<file path="src/rtl/mig_pkg.sv">
package mig_pkg;
  typedef enum logic [2:0] {
    ST_IDLE, ST_PICK_DONOR, ST_PICK_RCP, ST_MARK_RO,
    ST_COPY, ST_FLUSH, ST_TLB, ST_DONE
  } mig_state_e;

  localparam int NUM_CMD = 4;
  localparam int CMD_RO  = 0;
  localparam int CMD_CP  = 1;
  localparam int CMD_FL  = 2;
  localparam int CMD_TLB = 3;

  function automatic mig_state_e cmd_state(input int idx);
    case (idx)
      CMD_RO:  return ST_MARK_RO;
      CMD_CP:  return ST_COPY;
      CMD_FL:  return ST_FLUSH;
      default: return ST_TLB;
    endcase
  endfunction
endpackage

</file>
<file path="src/rtl/mig_load_scan.sv">
module mig_load_scan #(
  parameter int NUM_MC = 4,
  parameter int LOAD_W = 8,
  parameter int ID_W   = 2
) (
  input  logic [NUM_MC*LOAD_W-1:0] load_i,
  output logic [ID_W-1:0]          max_id_o,
  output logic [LOAD_W-1:0]        max_o,
  output logic [LOAD_W-1:0]        min_o
);
  always_comb begin
    max_id_o = '0;
    max_o    = load_i[LOAD_W-1:0];
    min_o    = load_i[LOAD_W-1:0];
    for (int k = 1; k < NUM_MC; k++) begin
      // strict compare keeps the lowest index on a tie
      if (load_i[k*LOAD_W +: LOAD_W] > max_o) begin
        max_o    = load_i[k*LOAD_W +: LOAD_W];
        max_id_o = ID_W'(k);
      end
      if (load_i[k*LOAD_W +: LOAD_W] < min_o) min_o = load_i[k*LOAD_W +: LOAD_W];
    end
  end
endmodule

</file>
<file path="src/rtl/mig_cmd_port.sv">
module mig_cmd_port (
  input  logic clk_i,
  input  logic rst_ni,
  input  logic active_i,
  input  logic ready_i,
  input  logic done_i,
  output logic valid_o,
  output logic finish_o
);
  logic sent_q;

  assign valid_o  = active_i && !sent_q;
  assign finish_o = active_i && sent_q && done_i;

  always_ff @(posedge clk_i or negedge rst_ni) begin
    if (!rst_ni)                  sent_q <= 1'b0;
    else if (!active_i || finish_o) sent_q <= 1'b0;
    else if (valid_o && ready_i)  sent_q <= 1'b1;
  end
endmodule

</file>
<file path="src/rtl/mig_seq.sv">
module mig_seq
  import mig_pkg::*;
#(
  parameter int NUM_MC = 4,
  parameter int LOAD_W = 8,
  parameter int PG_W   = 4,
  localparam int ID_W  = (NUM_MC > 1) ? $clog2(NUM_MC) : 1
) (
  input  logic                     clk_i,
  input  logic                     rst_ni,
  input  logic [NUM_MC*LOAD_W-1:0] load_i,
  input  logic [LOAD_W-1:0]        thresh_i,
  input  logic [PG_W-1:0]          npages_i,
  input  logic                     wr_hit_i,
  output logic                     rcp_req_valid_o,
  output logic [ID_W-1:0]          rcp_req_donor_o,
  input  logic                     rcp_rsp_valid_i,
  input  logic [ID_W-1:0]          rcp_rsp_id_i,
  output logic                     ro_valid_o,
  input  logic                     ro_ready_i,
  input  logic                     ro_done_i,
  output logic                     cp_valid_o,
  input  logic                     cp_ready_i,
  input  logic                     cp_done_i,
  output logic [PG_W-1:0]          cp_page_o,
  output logic                     fl_valid_o,
  input  logic                     fl_ready_i,
  input  logic                     fl_done_i,
  output logic                     tlb_valid_o,
  input  logic                     tlb_ready_i,
  input  logic                     tlb_done_i,
  output logic [ID_W-1:0]          cmd_donor_o,
  output logic [ID_W-1:0]          cmd_rcp_o,
  output logic [PG_W-1:0]          cmd_count_o,
  output logic                     stall_o,
  output logic                     busy_o,
  output logic                     done_o
);
  mig_state_e        state_q, state_d;
  logic [ID_W-1:0]   donor_q, rcp_q;
  logic [PG_W-1:0]   n_q, pg_q;
  logic              stall_q;
  logic [ID_W-1:0]   max_id;
  logic [LOAD_W-1:0] max_v, min_v;
  logic              start_ok, last_pg, ro_window;

  logic [NUM_CMD-1:0] c_act, c_rdy, c_done, c_vld, c_fin;

  mig_load_scan #(.NUM_MC(NUM_MC), .LOAD_W(LOAD_W), .ID_W(ID_W)) i_scan (
    .load_i   (load_i),
    .max_id_o (max_id),
    .max_o    (max_v),
    .min_o    (min_v)
  );

  assign c_rdy  = {tlb_ready_i, fl_ready_i, cp_ready_i, ro_ready_i};
  assign c_done = {tlb_done_i, fl_done_i, cp_done_i, ro_done_i};

  for (genvar g = 0; g < NUM_CMD; g++) begin : g_cmd
    assign c_act[g] = (state_q == cmd_state(g));
    mig_cmd_port i_port (
      .clk_i    (clk_i),
      .rst_ni   (rst_ni),
      .active_i (c_act[g]),
      .ready_i  (c_rdy[g]),
      .done_i   (c_done[g]),
      .valid_o  (c_vld[g]),
      .finish_o (c_fin[g])
    );
  end

  assign start_ok  = ((max_v - min_v) > thresh_i) && (npages_i != '0);
  assign last_pg   = (pg_q == n_q - PG_W'(1));
  assign ro_window = (state_q == ST_COPY) || (state_q == ST_FLUSH) || (state_q == ST_TLB);

  always_comb begin
    state_d = state_q;
    unique case (state_q)
      ST_IDLE:       if (start_ok) state_d = ST_PICK_DONOR;
      ST_PICK_DONOR: state_d = ST_PICK_RCP;
      ST_PICK_RCP:   if (rcp_rsp_valid_i) state_d = ST_MARK_RO;
      ST_MARK_RO:    if (c_fin[CMD_RO]) state_d = ST_COPY;
      ST_COPY:       if (c_fin[CMD_CP] && last_pg) state_d = ST_FLUSH;
      ST_FLUSH:      if (c_fin[CMD_FL]) state_d = ST_TLB;
      ST_TLB:        if (c_fin[CMD_TLB]) state_d = ST_DONE;
      ST_DONE:       state_d = ST_IDLE;
      default:       state_d = ST_IDLE;
    endcase
  end

  always_ff @(posedge clk_i or negedge rst_ni) begin
    if (!rst_ni) begin
      state_q <= ST_IDLE;
      donor_q <= '0;
      rcp_q   <= '0;
      n_q     <= '0;
      pg_q    <= '0;
      stall_q <= 1'b0;
    end else begin
      state_q <= state_d;
      if (state_q == ST_IDLE && start_ok) begin
        n_q  <= npages_i;
        pg_q <= '0;
      end
      if (state_q == ST_PICK_DONOR) donor_q <= max_id;
      if (state_q == ST_PICK_RCP && rcp_rsp_valid_i) rcp_q <= rcp_rsp_id_i;
      if (c_fin[CMD_CP] && !last_pg) pg_q <= pg_q + PG_W'(1);
      // release on translation done wins over a same-cycle hit
      if (c_fin[CMD_TLB])            stall_q <= 1'b0;
      else if (wr_hit_i && ro_window) stall_q <= 1'b1;
    end
  end

  assign rcp_req_valid_o = (state_q == ST_PICK_RCP);
  assign rcp_req_donor_o = donor_q;
  assign ro_valid_o      = c_vld[CMD_RO];
  assign cp_valid_o      = c_vld[CMD_CP];
  assign fl_valid_o      = c_vld[CMD_FL];
  assign tlb_valid_o     = c_vld[CMD_TLB];
  assign cp_page_o       = pg_q;
  assign cmd_donor_o     = donor_q;
  assign cmd_rcp_o       = rcp_q;
  assign cmd_count_o     = n_q;
  assign stall_o         = stall_q;
  assign busy_o          = (state_q != ST_IDLE);
  assign done_o          = (state_q == ST_DONE);
endmodule

</file>
<file path="config.mk">
export PLATFORM = sky130hd
export DESIGN_NAME = mig_seq
export DESIGN_NICKNAME = d
export VERILOG_FILES = /design/src/rtl/mig_pkg.sv /design/src/rtl/mig_load_scan.sv /design/src/rtl/mig_cmd_port.sv /design/src/rtl/mig_seq.sv
export SDC_FILE = /design/constraint.sdc
export NUM_CORES = 1
export LEC_CHECK = 0
export CORE_UTILIZATION = 55
export CTS_CLUSTER_DIAMETER = 40
export CTS_CLUSTER_SIZE = 30
export DETAILED_ROUTE_END_ITERATION = 16
export GPL_TIMING_DRIVEN = 0
export PLACE_DENSITY = 0.87
export RECOVER_POWER = 25
export SLEW_MARGIN = 20
export SYNTH_ARGS = -nofsm -noshare
export SYNTH_HDL_FRONTEND = slang
export SYNTH_HIERARCHICAL = 1
export SYNTH_SLANG_ARGS = --single-unit
</file>
<file path="constraint.sdc">
create_clock -name clk_i -period 5 [get_ports clk_i]
set_input_delay 1 -clock clk_i [delete_from_list [all_inputs] [get_ports clk_i]]
set_output_delay 1 -clock clk_i [all_outputs]
set_load 0.01 [all_outputs]
</file>
[Word-level counts from Yosys, hierarchy flattened]
Cells that the tools add are included.
Word-level totals
  register bits: 20
  bits of input ports: 58
  output and inout bits: 22
Cells by class
  add/subtract/negate cells: 3
  order comparisons: 7
  eq/ne operators: 14
  mux-type cells: 28
  reductions and logical operators: 47
Operators by type and width (count)
  two-way mux 8 bit: 6
  > comparator 8 bit: 4
  < comparator 8 bit: 3
  case mux 3 bit (8 select lines): 1
  logical AND 1 bit: 22
  two-way mux 3 bit: 6
  == test 3 bit (second input constant): 4
  nonzero test 2 bit: 6
  two-way mux 1 bit: 11
  != test 2 bit (second input constant): 5
  logical NOT 1 bit: 9
  two-way mux 4 bit: 2
  subtractor 8 bit: 1
  == test 3 x 2 -> 1 bit (second input constant): 2
  logical OR 1 bit: 6
  AND reduction 6 bit: 1
  adder 4 x 1 -> 4 bit (second input constant): 1
  == test 4 bit: 1
  two-way mux 2 bit: 2
  nonzero test 4 bit: 1
  subtractor 4 x 1 -> 4 bit (second input constant): 1
  == test 3 x 1 -> 1 bit (second input constant): 1
  logical NOT 3 bit: 1
  nonzero test 3 bit: 1
  != test 2 x 1 -> 1 bit (second input constant): 1

[Longest topological paths before layout]
  word-level depth: 12
  depth in mapped cells: 42
  depth with buffers taken out: 40

[Cells and area by module]
The synthesis kept the hierarchy.
By module, submodules not included
  mig_load_scan: instances 1, cells each 246, area an instance 1831.8 um2
  mig_seq: instances 1, cells each 151, area an instance 1370.1 um2
  mig_cmd_port: instances 4, cells each 6, area an instance 72.6 um2

[Least setup slack after synthesis]
Ideal clock, no wire load.
  kind: input port to flip-flop
  from: input load_i[7]
  to: register n_q[2] (netlist: cmd_count_o[2])
  data arrival time: 8.402 ns
  required time: 4.875 ns
  setup slack: -3.527 ns
  stages: 36
  path buffers: 2
  path through: inv_1 -> ha_1 -> nand2_1 -> or4_4 -> o21ai_1 -> mux2_2 -> inv_1 -> ha_1 -> a21oi_1 -> o21ai_0 -> or2_2 -> and4_1 -> or3_1 -> buf_6 -> a211oi_1 -> nor2_1 -> ha_1 -> nor2b_1 -> o21a_1 -> o21a_1 -> o21bai_1 -> a21oi_1 -> clkbuf_1 -> o21ai_0 -> fa_1 -> a21o_1 -> a21oi_1 -> o21bai_1 -> a21oi_1 -> xnor2_1 -> ha_1 -> nand4_1 -> nand3b_1 -> a21o_1 -> a21oi_2 -> mux2_2
Between the ends
  word-level cells in the longest chain between the ends: 10
  elaborated cells between the ends (all ways): 16
Ends and longest elaborated chain
  start, declared: RTL line mig_seq.sv:11  | input logic [NUM_MC*LOAD_W-1:0] load_i,
  > comparator 8 bit: RTL line mig_load_scan.sv:17  | if (load_i[k*LOAD_W +: LOAD_W] > max_o) begin
  two-way mux 8 bit (*): RTL line mig_load_scan.sv:17
  > comparator 8 bit: RTL line mig_load_scan.sv:17
  two-way mux 8 bit (*): RTL line mig_load_scan.sv:17
  > comparator 8 bit: RTL line mig_load_scan.sv:17
  two-way mux 8 bit (*): RTL line mig_load_scan.sv:17
  net max_v[1]: RTL line mig_seq.sv:44  | logic [LOAD_W-1:0] max_v, min_v;
  subtractor 8 bit (*): RTL line mig_seq.sv:72  | assign start_ok = ((max_v - min_v) > thresh_i) && (npages_i != '0);
  > comparator 8 bit (*): RTL line mig_seq.sv:72
  logical AND 1 bit (*): RTL line mig_seq.sv:72
  logical AND 1 bit (*): RTL line mig_seq.sv:101  | if (state_q == ST_IDLE && start_ok) begin
  end signal, assigned: RTL line mig_seq.sv:102  | n_q <= npages_i;
  end, declared: RTL line mig_seq.sv:41  | logic [PG_W-1:0] n_q, pg_q;
The timed path passes the listed nets; every way through them passes the cells marked *.
A chain may end at the register's enable or synchronous reset.

[Final worst setup path]
  from: input load_i[3]
  to: register n_q[2] (netlist: cmd_count_o[2])
The elaborated chain is that of the path after synthesis.

==> qor.txt <==
total number of vias: 3,910
Final min period: 8.052 ns
crit end category: register
internal power: 1.149 mW
H-tree depth: 1
Post-synth EDFFs: 0
post-synthesis sequential area ratio: 14.33%
WL per Instance: 19.28 microns
Final WS setup: -3.052 ns
ys flop type: dfrtp_1
Die Y: 81.68 microns
first-pass GRT wire length: 16,270 microns
Synth area leader: ha_1
clk buf depth: 2
slowest cell on the critical path: or4_4
Place WS: -4.318 ns
data required time of the worst path: 5.16 ns
Rows: 28
Final Instance Area: 5256 sq um
Die ar.: 6672 sq um
share of layout cells above drive strength 1: 34.32%
R2R Setup Slk: 2.88 ns
launching point of the worst reg2reg path: state_q[1]
clock skew: 0.004824 ns
Mapped Avg Cell Area: 8.295 sq um
sequential share of power: 13.4%
Num Clock Sinks: 20
Slew Viols, Final: 0
Fill cells: 299
top cells by area, synth: ha_1, dfrtp_1, inv_1
final-report setup violation count: 11
area post-placement: 4593 sq um
total clock buffers created by CTS: 3
initial antenna violation count: 0
failing checks: setup timing
IO Pins: 80
synth warn: 6
Gate Count Post-Synth: 421
crit-path max cell delay: 0.53 ns
R2R depth: 8
Area Overhead vs Synth: 50.52%
Comb power frac: 80.5%
Iter 0 DRT Violations: 246
CP Class: input pin to register
Leak: 2.374 nW
maximum vdd drop: 0.0004014 V
core area: 6026 sq um
part of the power in the clock network: 6.1%
Slew HR: 32.46%
worst skew pair latency: 0.27 ns
Clock Tree Root: clkbuf_8
status: complete, but fails checks
async set-or-reset flop fraction in the synthesized netlist: 100.0%
Initial Utilization: 57.95%
Reg area: 500.5 sq um
IO buf count: 79
hold_sp: cmd_rcp_o[0]
switching pwr: 0.9722 mW
drt pass-1 iters: 5
PD cells: 403.6 nW/um^2
Final Hold Viols: 0
crit path DAT: 8.21 ns
RSZ-0062 raised after global routing: true
Critical Path Fanout Max: 7
largest net degree at the start of global routing: 21
area of the multi-input gates: 3248 sq um
hold_buf cts: 0
Die X-Extent: 81.68 microns
Switching Fraction: 45.83%
HP Class: register to register
FF-to-FF End: state_q[0]
layout net count: 656
clk slew on worst S/H paths: 0.08 ns
Max Cap Viol: 0
Max Fclk: 124.2 MHz
Synthesized Nets: 534
share of the synthesized area in the top cell type: 19.35%
CTS tree: yes
Total Wirelength: 11,900 microns
Final Util: 87.23%
grt total ovfl: 0
drt drc: 0
Worst Hold Endpoint: cmd_rcp_o[0]
n_diodes: 0
unique cell type count in the Yosys netlist: 66
Synth Register Bits: 20
DP Wirelength: 7524 microns
Mapped Area: 3492 sq um
Worst Tran Pin Value: 1.010 ns
CP startpoint kind: input pin
via/cell ratio: 6.337
remaining antenna violation count: 0
GP Congestion: 0.9243
Hold Path Cell Cnt: 1
total track usage: 31.02%
vias in the first global route: 3,617
crit share post-route: 161.0%
[power groups by stage]
stage	logic, mW	registers, mW	clock network, mW
global route	1.83	0.291	0.138
global placement	1.31	0.278	0
floorplan	0.956	0.291	0
finish	1.71	0.285	0.129
detailed placement	1.38	0.283	0
CTS	1.52	0.280	0.129
[kinds of logic after synthesis]
logic type / Yosys count / synth area share (%)
adders and majority gates: 55 / 19.92
muxes: 29 / 8.778
AOI/OAI and AO/OA: 114 / 25.08
and+or+nand+nor: 128 / 21.46
buffers and inverters: 62 / 7.166
xor gates and xnor gates: 13 / 3.261
DFF: 20 / 14.33
[through the flow]
stage	cells	power [mW]	hold slack, ns	setup TNS, ns
floorplan	421	1.246	0.5288	-25.61
global placement	575	1.591	0.4910	-39.20
detailed placement	575	1.661	0.5062	-41.06
CTS	609	1.933	0.5230	-26.68
global route	617	2.259	0.5308	-31.04
finish	617	2.121	0.5298	-28.48
[worst max-delay path by stage]
stage,slack [ns],startpoint,end,cells past startpoint
global placement,-4.12,load_i[1],cp_page_o[0],36
CTS,-2.89,load_i[5],cp_page_o[0],41
global route,-3.30,load_i[6],cp_page_o[2],38
finish,-3.05,load_i[3],cmd_count_o[2],39
detailed placement,-4.32,load_i[1],cp_page_o[0],36
floorplan,-2.82,load_i[1],cp_page_o[0],40
[Yosys cell counts (9+ instances only)]
master    instances
nand2b_1          9
a21oi_1          20
inv_1            54
mux2_2           13
a21o_1           11
nand2_1          24
nand3_1          11
xnor2_1          11
o21ai_0          18
ha_1             54
mux2i_1          16
dfrtp_1          20
nor2_1           25
[metal layers]
metal / routed length, microns / GRT usage, %
met1: 4782 / 37.69
met2: 6022 / 58.50
met3: 658 / 3.444
met4: 432 / 5.965
met5: 0 / 0
[critical path: cells and delay by family]
| kind | cells | cell delay [ns] |
|---|---|---|
| adder cells (fa/ha/maj) | 5 | 1.26 |
| XOR/XNOR | 1 | 0.09 |
| AND/OR/NAND/NOR | 10 | 1.89 |
| buffers and inverters | 7 | 0.73 |
| multiplexers | 2 | 0.78 |
| AO/OA/AOI/OAI | 14 | 2.46 |
[sequential cells by signal, indices dropped and copies added, names as in the netlist]
| register | flops |
|---|---|
| g_cmd.i_port/sent_q | 4 |
| stall_o | 1 |
| cmd_count_o | 4 |
| cp_page_o | 4 |
| cmd_rcp_o | 2 |
| cmd_donor_o | 2 |
| state_q | 3 |
[repair_timing]
| item | CTS | global route |
|---|---|---|
| buffers inserted | 30 | 9 |
| gates cloned | 0 | 0 |
| endpoints found under the setup margin | 11 | 11 |
| pin swaps | 39 | 21 |
| gates resized for setup | 114 | 41 |
[cells in the final DEF (no fill, tap or decap), types with 11 or more instances in the layout]
cell	Yosys	final
nand2_1	24	20
inv_1	54	40
a21o_1	11	11
clkdlybuf4s50_1	0	57
ha_4	0	13
ha_1	54	40
nor2_1	25	21
nand3_1	11	11
dfrtp_1	20	20
xnor2_1	11	11
buf_4	2	42
mux2i_1	16	15
[layout make-up]
class	count	area share, %
Multi-Input combinational cell	339	61.79
Timing Repair Buffer	117	20.42
Sequential cell	20	9.522
Inverter	54	4.237
Tap cell	75	1.785
Buffer	8	1.190
Clock buffer	4	1.047
No activity file was read; power rests on OpenSTA's default activity.
